===== src/rtl/arb_pkg.sv =====
package arb_pkg;

  // Bus ownership phase: normal ownership or the empty cycle after a split.
  typedef enum logic {
    PH_OWN = 1'b0,
    PH_GAP = 1'b1
  } arb_phase_e;

endpackage


===== src/rtl/arb_prio_pick.sv =====
module arb_prio_pick #(
  parameter int N_MST       = 4,
  parameter int DEFAULT_MST = 1,
  localparam int IDX_W      = $clog2(N_MST)
) (
  input  logic [N_MST-1:0] elig_i,
  output logic [N_MST-1:0] pick_oh_o,
  output logic [IDX_W-1:0] pick_idx_o,
  output logic             any_o
);

  localparam logic [N_MST-1:0] DEF_OH = N_MST'(1) << DEFAULT_MST;

  // Isolate the lowest set bit (lowest index = highest priority).
  function automatic logic [N_MST-1:0] lowest_bit(input logic [N_MST-1:0] v);
    return v & (~v + N_MST'(1));
  endfunction

  // Encode a one-hot vector to its index.
  function automatic logic [IDX_W-1:0] oh_to_idx(input logic [N_MST-1:0] oh);
    logic [IDX_W-1:0] idx;
    idx = '0;
    for (int i = 0; i < N_MST; i++) begin
      if (oh[i]) idx = idx | IDX_W'(i);
    end
    return idx;
  endfunction

  logic [N_MST-1:0] winner_oh;

  always_comb begin
    any_o     = |elig_i;
    winner_oh = lowest_bit(elig_i);
    pick_oh_o = any_o ? winner_oh : DEF_OH;
    pick_idx_o = oh_to_idx(pick_oh_o);
  end

endmodule


===== src/rtl/arb_split_mask.sv =====
module arb_split_mask #(
  parameter int N_MST = 4
) (
  input  logic             clk,
  input  logic             rst_n,
  input  logic             set_en_i,
  input  logic [N_MST-1:0] set_vec_i,
  input  logic [N_MST-1:0] clr_vec_i,
  output logic [N_MST-1:0] mask_o
);

  logic [N_MST-1:0] mask_q;

  // Per-initiator block bit; a new split wins over a simultaneous unsplit.
  for (genvar g = 0; g < N_MST; g++) begin : g_bit
    always_ff @(posedge clk) begin
      if (!rst_n) begin
        mask_q[g] <= 1'b0;
      end else if (set_en_i && set_vec_i[g]) begin
        mask_q[g] <= 1'b1;
      end else if (clr_vec_i[g]) begin
        mask_q[g] <= 1'b0;
      end
    end
  end

  assign mask_o = mask_q;

endmodule


===== src/rtl/arb_grant_ctrl.sv =====
module arb_grant_ctrl
  import arb_pkg::*;
#(
  parameter int N_MST       = 4,
  parameter int DEFAULT_MST = 1,
  localparam int IDX_W      = $clog2(N_MST)
) (
  input  logic             clk,
  input  logic             rst_n,
  input  logic             ready_i,
  input  logic             split_i,
  input  logic [N_MST-1:0] pick_oh_i,
  input  logic [IDX_W-1:0] pick_idx_i,
  output logic [N_MST-1:0] grant_o,
  output logic [IDX_W-1:0] owner_o,
  output arb_phase_e       phase_o,
  output logic             split_evt_o
);

  localparam logic [N_MST-1:0] DEF_OH  = N_MST'(1) << DEFAULT_MST;
  localparam logic [IDX_W-1:0] DEF_IDX = IDX_W'(DEFAULT_MST);

  logic [N_MST-1:0] grant_q;
  logic [IDX_W-1:0] owner_q;
  arb_phase_e       phase_q;

  // A split counts only on a ready cycle while a real owner holds the bus.
  assign split_evt_o = split_i && ready_i && (phase_q == PH_OWN);

  always_ff @(posedge clk) begin
    if (!rst_n) begin
      grant_q <= DEF_OH;
      owner_q <= DEF_IDX;
      phase_q <= PH_OWN;
    end else if (split_evt_o) begin
      grant_q <= '0;
      owner_q <= DEF_IDX;
      phase_q <= PH_GAP;
    end else if (ready_i) begin
      grant_q <= pick_oh_i;
      owner_q <= pick_idx_i;
      phase_q <= PH_OWN;
    end
  end

  assign grant_o = grant_q;
  assign owner_o = owner_q;
  assign phase_o = phase_q;

endmodule


===== src/rtl/shared_bus_arbiter.sv =====
module shared_bus_arbiter
  import arb_pkg::*;
#(
  parameter int N_MST       = 4,
  parameter int DEFAULT_MST = 1,
  localparam int IDX_W      = $clog2(N_MST)
) (
  input  logic             clk,
  input  logic             rst_n,
  input  logic [N_MST-1:0] req_i,
  input  logic [N_MST-1:0] unsplit_i,
  input  logic             ready_i,
  input  logic             split_i,
  output logic [N_MST-1:0] grant_o,
  output logic [IDX_W-1:0] owner_o
);

  // Named internal events for the checker.
  logic [N_MST-1:0] mask_q;
  logic [N_MST-1:0] elig;
  logic [N_MST-1:0] pick_oh;
  logic [IDX_W-1:0] pick_idx;
  logic             pick_any;
  logic             split_evt;
  arb_phase_e       phase_q;
  logic             in_gap;

  assign elig   = req_i & ~mask_q;
  assign in_gap = (phase_q == PH_GAP);

  arb_prio_pick #(.N_MST(N_MST), .DEFAULT_MST(DEFAULT_MST)) u_pick (
    .elig_i    (elig),
    .pick_oh_o (pick_oh),
    .pick_idx_o(pick_idx),
    .any_o     (pick_any)
  );

  arb_split_mask #(.N_MST(N_MST)) u_mask (
    .clk      (clk),
    .rst_n    (rst_n),
    .set_en_i (split_evt),
    .set_vec_i(grant_o),
    .clr_vec_i(unsplit_i),
    .mask_o   (mask_q)
  );

  arb_grant_ctrl #(.N_MST(N_MST), .DEFAULT_MST(DEFAULT_MST)) u_ctrl (
    .clk        (clk),
    .rst_n      (rst_n),
    .ready_i    (ready_i),
    .split_i    (split_i),
    .pick_oh_i  (pick_oh),
    .pick_idx_i (pick_idx),
    .grant_o    (grant_o),
    .owner_o    (owner_o),
    .phase_o    (phase_q),
    .split_evt_o(split_evt)
  );

endmodule


===== config.mk =====
export PLATFORM = sky130hd
export DESIGN_NAME = shared_bus_arbiter
export DESIGN_NICKNAME = d
export VERILOG_FILES = /design/src/rtl/arb_pkg.sv /design/src/rtl/arb_prio_pick.sv /design/src/rtl/arb_split_mask.sv /design/src/rtl/arb_grant_ctrl.sv /design/src/rtl/shared_bus_arbiter.sv
export SDC_FILE = /design/constraint.sdc
export NUM_CORES = 1
export LEC_CHECK = 0
export BUFFER_PORTS_ARGS = -buffer_cell sky130_fd_sc_hd__buf_4
export CAP_MARGIN = 10
export CORE_AREA = 2 2 39 41
export CTS_CLUSTER_DIAMETER = 60
export CTS_CLUSTER_SIZE = 10
export DETAILED_ROUTE_END_ITERATION = 10
export DIE_AREA = 0 0 41 43
export PLACE_DENSITY = 0.74
export SLEW_MARGIN = 0
export SYNTH_ARGS = -nofsm -noshare
export SYNTH_HDL_FRONTEND = slang
export SYNTH_SLANG_ARGS = --single-unit

===== constraint.sdc =====
create_clock -name clk -period 1.3 [get_ports clk]
set_clock_uncertainty 0.05 [all_clocks]
set_input_delay 0.26 -clock clk [delete_from_list [all_inputs] [get_ports clk]]
set_output_delay 0.26 -clock clk [all_outputs]
set_load 0.02 [all_outputs]

==> flow_summary.yaml, run 1 <==
outcome:
  outcome: "finished, final reports clean"
sta:
  tightest_slew_ns: 0.235
  hold_viol: 0
  fin_tns_setup_ns: 0
  worst_slack_ns: 0.131
  drv_slew: 0
  slew-limit-headroom_pct: 84.1
  fmax_mhz: 855
  post-route-min-period_ns: 1.17
  rsz0062_at_grt: "false"
  setup_viol: 0
  min_period_over_period_pct: 89.9
drt:
  routed_wl_um: 1010
  viasPerCell: 4.93
  num_vias: 444
  drc: 0
  wl_per_cell_um: 11.2
  first_pass_iters: 2
  ant_nets: 0
  drtIter0Drc: 8
yosys:
  avgSynthCellArea_um2: 9.28
  synth-seq-area-share_pct: 44.8
  synthCells: 53
  synth-main-ff-cell: "dfxtp_1"
  ys_ff_latch: 11
  synth_fp_nets: 65
  ys_async_sr_fraction_pct: 0
  synth_edf_count: 0
  yosysUniqueCellTypes: 18
  syn_area_um2: 492
  ys_warn_count: 0
placement:
  place_area_um2: 638
  dp.cells: 86
  place_ws_ns: 0.0710
  gp_congestion: 0.699
  dp_hpwl_um: 759
  place.port_buffers: 17
min_path:
  hold_class: "in -> reg"
  whs_path_depth: 2
  holdCritStartpoint: "rst_n"
  min_to: "u_ctrl.grant_o[1]"
worst_setup_path:
  r2r_setup_slack_ns: 0.13
  cp.required_ns: 1.40
  crit_chain: "and3b_1, nand2b_4, a311o_1"
  crit_path_start_kind: "register"
  cp-end-kind: "register"
  crit_path_top_delay_cell: "dfxtp_1"
  cpPeakStageDelay_ns: 0.32
  crit_arrival_ns: 1.27
  reg2reg_depth: 3
  reg2reg_from: "u_ctrl.phase_o"
  reg2reg_to: "u_ctrl.owner_o[0]"
  cp_max_fo: 5
  worst-setup-path-type: "reg -> reg"
power:
  ir_drop_v: 0.000508
  power_leakage_nw: 0.277
  p_per_area_nw_per_um2: 1060
clock_network:
  cts_inserted_buffers: 3
  cts_tree: "done"
  cts.sinks: 11
  cts_max_level: 1
  ctsHoldBuffers: 0
  post-cts-setup-buffers: 0
  clock_latency_ns: 0.26
  cts_buffer_depth: 2
  cts_resized: 0
  path_clk_slew_ns: 0.07
  root_buffer: "clkbuf_4"
global_routing:
  overflow: 0
  antenna_found_initial: 0
  grt_pass1_wl_um: 1610
  grt_pass1_vias: 407
  grt_max_degree: 13
  grtUsageTotal_pct: 13.6
floorplan:
  start_util_pct: 35.5
  core_area_um2: 1380
  dieArea_um2: 1760
  fp.dieH_um: 43
  fp.dieW_um: 41
  io_pins: 18
  row_count: 14
flow_run:
  cap_violations: 0
final_layout:
  fin_area_um2: 664
  stdcell_count: 90
  synthToLayoutAreaGrowth_pct: 35.1
  n_antenna_cell: 0
  layout.nets: 87
  drive_gt1_share_pct: 31.1
## cells in the mapped netlist, drive strengths merged, types with 2 or more instances
| library cell | instances | area share, % |
|---|---|---|
| nor2b | 13 | 17 |
| dfxtp | 11 | 45 |
| a21oi | 7 | 7.1 |
| nand2b | 7 | 10 |
| buf | 2 | 3.3 |
| nand2 | 2 | 1.5 |
| o21a | 2 | 3.1 |
## layout make-up
type / instances / area (um2)
fillers: 149 / 719
multi-input cells: 40 / 255
repair buffers: 19 / 143
flip-flops and latches: 11 / 220
well taps: 16 / 20.0
clock buffers: 4 / 26.3
## logic make-up (layout without fill, tap and decap cells)
group	count (synthesis)	after routing	share of synthesized area [%]
DFF	11	11	44.8
and+or+nand+nor	27	27	34.9
buffers and inverters	2	23	3.31
AOI/OAI and AO/OA	13	13	17.0
## where the power goes
part / leakage [nW] / switching [mW] / internal, mW
registers: 0.0899 / 0.00691 / 0.350
clock network: 0.0150 / 0.110 / 0.118
logic: 0.172 / 0.0540 / 0.0623
total: 0.277 / 0.170 / 0.531
## registers in the layout (all words and copies together), names as in the netlist
name,flops
u_ctrl.grant_o,4
u_mask.mask_o,4
u_ctrl.owner_o,2
u_ctrl.phase_o,1
## through the flow
| stage | power [mW] | util [%] | hold slack (ns) |
|---|---|---|---|
| floorplan | 0.428 | - | 0.288 |
| global placement | 0.480 | 46.1 | 0.408 |
| detailed placement | 0.482 | 46.1 | 0.413 |
| CTS | 0.710 | 48.0 | 0.199 |
| global route | 0.746 | 48.0 | 0.188 |
| finish | 0.701 | 48.0 | 0.199 |
## worst max-delay path by stage
stage	startpoint	endpoint	cells after the start
global placement	split_i	u_ctrl.owner_o[0]	4
CTS	u_ctrl.phase_o	u_ctrl.owner_o[0]	3
floorplan	u_ctrl.phase_o	u_ctrl.owner_o[0]	4
global route	u_ctrl.phase_o	u_ctrl.owner_o[0]	3
detailed placement	split_i	u_ctrl.owner_o[0]	4
finish	u_ctrl.phase_o	u_ctrl.owner_o[0]	3
## cells in the final DEF, fill, tap and decap left out, drive strengths merged
cell type / count
a21oi: 7
a311o: 1
a31oi: 1
and3b: 1
buf: 19
clkbuf: 4
dfxtp: 11
nand2: 2
nand2b: 7
nand4: 1
nor2: 1
nor2b: 13
nor3: 1
nor3b: 1
o2111ai: 1
o21a: 2
o311ai: 1
## worst max-delay path: cells and delay by family, from the launching register on
| family | cells | cell delay (ns) |
|---|---|---|
| AND/OR/NAND/NOR | 2 | 0.41 |
| AO/OA/AOI/OAI | 1 | 0.27 |
| flip-flops | 1 | 0.32 |
## metal layers
metal / global-route usage, % / vias up / routed length [um]
li1: - / 225 / -
met1: 15.3 / 206 / 453
met2: 20.6 / 11 / 496
met5: 0 / - / 0
met4: 8.00 / 0 / 7
met3: 5.24 / 2 / 52
Note: power is estimated with default switching activity, not from simulation.
==> inputs of run 2 (changes only) <==
--- a/config.mk
+++ b/config.mk
@@ -5,6 +5,7 @@
 export SDC_FILE = /design/constraint.sdc
 export NUM_CORES = 1
 export LEC_CHECK = 0
+export ABC_AREA = 1
 export BUFFER_PORTS_ARGS = -buffer_cell sky130_fd_sc_hd__buf_4
 export CAP_MARGIN = 10
 export CORE_AREA = 2 2 39 41
@@ -12,7 +13,7 @@
 export CTS_CLUSTER_SIZE = 10
 export DETAILED_ROUTE_END_ITERATION = 10
 export DIE_AREA = 0 0 41 43
-export PLACE_DENSITY = 0.74
+export PLACE_DENSITY = 0.73
 export SLEW_MARGIN = 0
 export SYNTH_ARGS = -nofsm -noshare
 export SYNTH_HDL_FRONTEND = slang
==> run 2 against run 1 <==
  * Wire length rose by 10%
  * Non-clock buffer count fell by 2
  * Critical path type is now reg -> out
  * Die area did not move
  * Sequential share of layout area rose by 0.32 points
  * Sequential power barely moved
  * Final area fell by 0.94%
  * Register-to-register slack improved by 0.11 ns
  * Global-route usage rose by 0.49 points
  * Critical path depth fell by 2
==> flow_summary.yaml, run 2 <==
power:
  p_sw_mw: 0.177
  ir_drop_v: 0.000501
  combPwrFrac_pct: 16.5
  power_leakage_nw: 0.292
  p_int_mw: 0.522
  seq_power_share_pct: 51.6
  p_sw_share_pct: 25.4
  power_frac_clock_pct: 32.0
  p_per_area_nw_per_um2: 1060
clock_network:
  root_buffer: "clkbuf_4"
  cts_buffer_depth: 2
  cts_resized: 0
  cts_inserted_buffers: 3
  post-cts-setup-buffers: 0
  cts_tree: "done"
  clock_latency_ns: 0.26
  cts.sinks: 11
  path_clk_slew_ns: 0.06
  cts_max_level: 1
  ctsHoldBuffers: 0
outcome:
  outcome: "finished, final reports clean"
drt:
  wl_per_cell_um: 10.8
  wl_met2_um: 553
  routed_wl_um: 1110
  drtIter0Drc: 10
  met1Wirelength_um: 450
  viasPerCell: 4.83
  ant_nets: 0
  drc: 0
  num_vias: 497
  first_pass_iters: 4
  met3_length_um: 80
  top_layer: "met4"
sta:
  min_period_over_period_pct: 84.1
  hold_viol: 0
  drv_slew: 0
  tightest_slew_ns: 0.245
  rsz0062_at_grt: "false"
  worst_slack_ns: 0.207
  fmax_mhz: 915
  slew-limit-headroom_pct: 83.6
  fin_tns_setup_ns: 0
  post-route-min-period_ns: 1.09
  setup_viol: 0
final_layout:
  nFillCells: 138
  stdcell_count: 103
  layout.nets: 100
  synthToLayoutAreaGrowth_pct: 35.9
  n_antenna_cell: 0
  final_cell_mix: "buf_4 (17), nand2_1 (16), dfxtp_1 (11)"
  drive_gt1_share_pct: 36.8
  final_common_cell: "buf_4"
worst_setup_path:
  cpPeakStageDelay_ns: 0.37
  path_delay_family: "flip-flops"
  crit_chain: "buf_4"
  cp_max_fo: 3
  reg2reg_from: "u_mask.mask_o[2]"
  cp-end-kind: "output port"
  cp.required_ns: 0.99
  crit_path_start_kind: "register"
  crit_start: "u_ctrl.grant_o[2]"
  crit_buf_inv: 1
  worst-setup-path-type: "reg -> out"
  crit_path_top_delay_cell: "dfxtp_1"
  crit_arrival_ns: 0.78
yosys:
  synth-main-ff-cell: "dfxtp_1"
  ys_warn_count: 0
  synth_fp_nets: 78
  yosysTopAreaCell: "dfxtp_1"
  yosysMostFrequentCell: "nand2_1"
  synth_top_family_by_area: "simple AND/OR/NAND/NOR gates"
  yosys-mux-area-fraction_pct: 0
  yosysUniqueCellTypes: 15
  synth-seq-area-share_pct: 45.5
  synth_top_area_share_pct: 45.5
  ys_ff_latch: 11
  synth-adder-area-share_pct: 0
  synthXorXnorAreaFrac_pct: 0
  avgSynthCellArea_um2: 7.34
  synth_simple_gate_area_share_pct: 34.4
  synthCells: 66
  synth_compound_gate_area_share_pct: 14.0
  synth_edf_count: 0
  syn_area_um2: 484
  synth_common_cells: "nand2_1 (16), dfxtp_1 (11), a21oi_1 (8)"
  ys_async_sr_fraction_pct: 0
  synthTopCellsByArea: "dfxtp_1 (45%), nand2_1 (12%), a21oi_1 (8.3%)"
floorplan:
  core_area_um2: 1380
  dieArea_um2: 1760
  start_util_pct: 35.0
  fp.dieH_um: 43
  row_count: 14
  io_pins: 18
  fp.dieW_um: 41
placement:
  dp_hpwl_um: 903
  place_ws_ns: 0.222
  place.port_buffers: 17
  dp.cells: 99
  gp_congestion: 0.811
flow_run:
  cap_violations: 0
global_routing:
  grt_pass1_wl_um: 1660
  grtUsageTotal_pct: 14.1
  grt_max_degree: 8
  overflow: 0
  grt_pass1_vias: 436
  antenna_found_initial: 0
min_path:
  hold_class: "in -> reg"
  holdCritStartpoint: "unsplit_i[3]"
run 2: cell types whose count changed in the layout (fill, tap and decap cells not counted), sizes merged, moves of 2 or more:
cell	before	now
nand2	2	18
nor2b	13	0
inv	0	8
nor2	1	9
nand2b	7	0
nand3	0	4
or2	0	4
a21oi	7	10
buf	19	17
o21a	2	0
o21ai	0	2
run 2: kinds of logic (layout without fill, tap and decap cells):
family,count (synthesis),in the layout
AO/OA/AOI/OAI,12,12
buffers and inverters,8,29
flip-flops,11,11
AND/OR/NAND/NOR,35,35
run 2: path summary, 6_finish.rpt:
| kind | cells past startpoint | endpoint | slack, ns |
|---|---|---|---|
| max | 1 | grant_o[2] | 0.21 |
| min | 3 | u_mask.mask_o[3] | 0.21 |
| max reg2reg | 7 | u_ctrl.owner_o[1] | 0.24 |
| min reg2reg | 2 | u_mask.mask_o[1] | 0.43 |
run 2: layout make-up:
cell class | count | area, um2 | share of cell area (%)
repair buffers | 17 | 128 | 19.4
clock buffers | 4 | 26.3 | 3.99
inverters | 8 | 30.0 | 4.56
flip-flops and latches | 11 | 220 | 33.5
well taps | 16 | 20.0 | 3.04
multi-input cells | 47 | 234 | 35.6
run 2: per-layer routing:
metal	vias to the layer above	track usage, %
met3	6	4.71
met4	0	8.00
met5	-	0
met1	216	14.6
li1	249	-
met2	26	23.1
run 2: power groups by stage:
| stage | registers [mW] | clock network, mW | logic [mW] |
|---|---|---|---|
| 2_1_floorplan | 0.378 | 0 | 0.0489 |
| 3_3_place_gp | 0.368 | 0 | 0.112 |
| 6_report | 0.360 | 0.224 | 0.115 |
| 4_1_cts | 0.360 | 0.235 | 0.115 |
| 3_5_place_dp | 0.368 | 0 | 0.115 |
| 5_1_grt | 0.362 | 0.248 | 0.125 |
run 2: stage by stage:
step	total power [mW]	hold slack (ns)	utilization [%]	instance area, um2
2_1_floorplan	0.427	0.362	-	484
3_3_place_gp	0.480	0.431	45.7	632
3_5_place_dp	0.483	0.429	45.7	632
4_1_cts	0.710	0.207	47.6	658
5_1_grt	0.735	0.205	47.6	658
6_report	0.699	0.210	47.6	658
==> inputs of run 3 (changes only) <==
--- a/config.mk
+++ b/config.mk
@@ -13,7 +13,7 @@
 export CTS_CLUSTER_SIZE = 10
 export DETAILED_ROUTE_END_ITERATION = 10
 export DIE_AREA = 0 0 41 43
-export PLACE_DENSITY = 0.73
+export PLACE_DENSITY = 0.75
 export SLEW_MARGIN = 0
 export SYNTH_ARGS = -nofsm -noshare
 export SYNTH_HDL_FRONTEND = slang
==> constraint.sdc (replaced) <==
create_clock -name clk -period 0.9 [get_ports clk]
set_clock_uncertainty 0.05 [all_clocks]
set_input_delay 0.18 -clock clk [delete_from_list [all_inputs] [get_ports clk]]
set_output_delay 0.18 -clock clk [all_outputs]
set_load 0.02 [all_outputs]
==> run 3 against run 2 <==
  * The flow now finishes with violations (setup timing)
  * Die area unchanged
  * Core utilization up 12 points
  * Flip-flop and latch count stayed put
  * Total power up 57%
  * Critical endpoint is now grant_o[0]
  * Highest routed layer unchanged
==> flow_summary.yaml, run 3 (synthesis gave the netlist of run 2 again) <==
power:
  p_sw_share_pct: 27.6
  p_int_mw: 0.794
  power_leakage_nw: 0.367
  ir_drop_v: 0.000767
  power_mw: 1.10
  combPwrFrac_pct: 21.1
  p_per_area_nw_per_um2: 1320
  seq_power_share_pct: 47.8
  power_frac_clock_pct: 31.0
  p_sw_mw: 0.303
worst_setup_path:
  reg2reg_to: "u_ctrl.owner_o[1]"
  path_delay_family: "flip-flops"
  reg2reg_from: "u_mask.mask_o[1]"
  crit_path_start_kind: "register"
  crit_arrival_ns: 0.73
  cp.required_ns: 0.67
  worst-setup-path-type: "reg -> out"
  r2r_setup_slack_ns: -0.01
  cp-end-kind: "output port"
  cp_max_fo: 3
  crit_chain: "buf_6"
  crit_buf_inv: 1
  reg2reg_depth: 6
  cpPeakStageDelay_ns: 0.35
  crit_path_top_delay_cell: "dfxtp_2"
clock_network:
  cts_buffer_depth: 2
  cts_max_level: 1
  cts_tree: "done"
  cts_inserted_buffers: 3
  path_clk_slew_ns: 0.07
  clock_latency_ns: 0.27
  cts.sinks: 11
  root_buffer: "clkbuf_4"
global_routing:
  grt_pass1_vias: 458
  overflow: 0
  grt_pass1_wl_um: 1800
  grtUsageTotal_pct: 15.3
  antenna_found_initial: 0
  grt_max_degree: 8
placement:
  place.port_buffers: 17
  dp_hpwl_um: 806
  place_area_um2: 659
  gp_congestion: 0.799
outcome:
  outcome: "finished, violations left"
  violations: "setup timing"
min_path:
  hold_class: "in -> reg"
  min_to: "u_mask.mask_o[3]"
  whs_path_depth: 3
  holdCritStartpoint: "unsplit_i[3]"
drt:
  wl_per_cell_um: 10.5
  num_vias: 504
  viasPerCell: 4.58
  first_pass_iters: 4
  drtIter0Drc: 6
  routed_wl_um: 1150
  ant_nets: 0
  drc: 0
sta:
  post-route-min-period_ns: 0.963
  setup_viol: 7
  tightest_slew_ns: 0.274
  slew-limit-headroom_pct: 81.7
  worst_slack_ns: -0.0631
  fmax_mhz: 1040
  hold_viol: 0
  drv_slew: 0
  rsz0062_at_grt: "true"
  min_period_over_period_pct: 107
floorplan:
  core_area_um2: 1380
  fp.dieW_um: 41
  dieArea_um2: 1760
  fp.dieH_um: 43
  row_count: 14
  io_pins: 18
  start_util_pct: 35.0
final_layout:
  fin_area_um2: 830
  n_antenna_cell: 0
  synthToLayoutAreaGrowth_pct: 71.3
  layout.nets: 107
  final_cell_mix: "buf_4 (17), dfxtp_2 (11), nand2_1 (10)"
  final_common_cell: "buf_4"
  drive_gt1_share_pct: 71.3
flow_run:
  cap_violations: 0
## run 3: cell types whose count changed in the layout (fill, tap and decap cells not counted), moves of 3 or more
cell     before  now
or2_2         4    0
dfxtp_2       0   11
a21oi_2       2    7
inv_2         2    5
or2_4         0    4
dfxtp_1      11    0
buf_6         0    6
a21oi_1       8    3
nand2_2       1    5
inv_1         6    3
nand2_1      16   10
## run 3: layer usage
metal,part of all wire [%],track usage [%]
met1,45,19.2
met2,48,22.5
met3,4.0,3.14
met4,3.0,10.0
met5,0,0
## run 3: layout make-up
class,instances,area [um2]
Clock buffer,3,22.5
Inverter,8,30.0
Clock inverter,1,5.00
Sequential cell,11,234
Tap cell,16,20.0
Fill cell,115,554
Timing Repair Buffer,24,215
Multi-Input combinational cell,47,303
## run 3: metrics by stage
stage	setup WS, ns	cells	TNS (ns)	hold WS (ns)	util [%]
after global placement	-0.0528	101	-0.143	0.396	47.6
after CTS	-0.0645	109	-0.350	0.108	56.3
after detailed placement	-0.0772	101	-0.186	0.401	47.6
after global routing	-0.0855	110	-0.607	0.109	59.9
final	-0.0631	110	-0.333	0.103	59.9
after floorplan	0.0104	66	0	0.282	-
## run 3: power groups by stage
| stage | Clock (mW) | Sequential, mW | Combinational [mW] |
|---|---|---|---|
| 3_3_place_gp | 0 | 0.530 | 0.178 |
| 6_report | 0.341 | 0.525 | 0.232 |
| 3_5_place_dp | 0 | 0.531 | 0.179 |
| 4_1_cts | 0.344 | 0.525 | 0.218 |
| 2_1_floorplan | 0 | 0.546 | 0.0706 |
| 5_1_grt | 0.370 | 0.527 | 0.250 |
## run 3: worst max path at each step
stage	start	endpoint	slack (ns)	depth (start not counted)
after CTS	u_ctrl.grant_o[0]	grant_o[0]	-0.06	1
final	u_ctrl.grant_o[0]	grant_o[0]	-0.06	1
after global placement	u_mask.mask_o[2]	u_ctrl.owner_o[1]	-0.05	7
after global routing	u_ctrl.owner_o[0]	owner_o[0]	-0.09	1
after floorplan	u_mask.mask_o[2]	u_ctrl.owner_o[1]	0.01	7
after detailed placement	u_mask.mask_o[2]	u_ctrl.owner_o[1]	-0.08	7
## run 3: repair_timing
action                     CTS  global route
resized for setup           24            17
pin swaps                    5             8
hold buffers                 0             0
setup endpoints to repair   12            16
buffers inserted             4             1
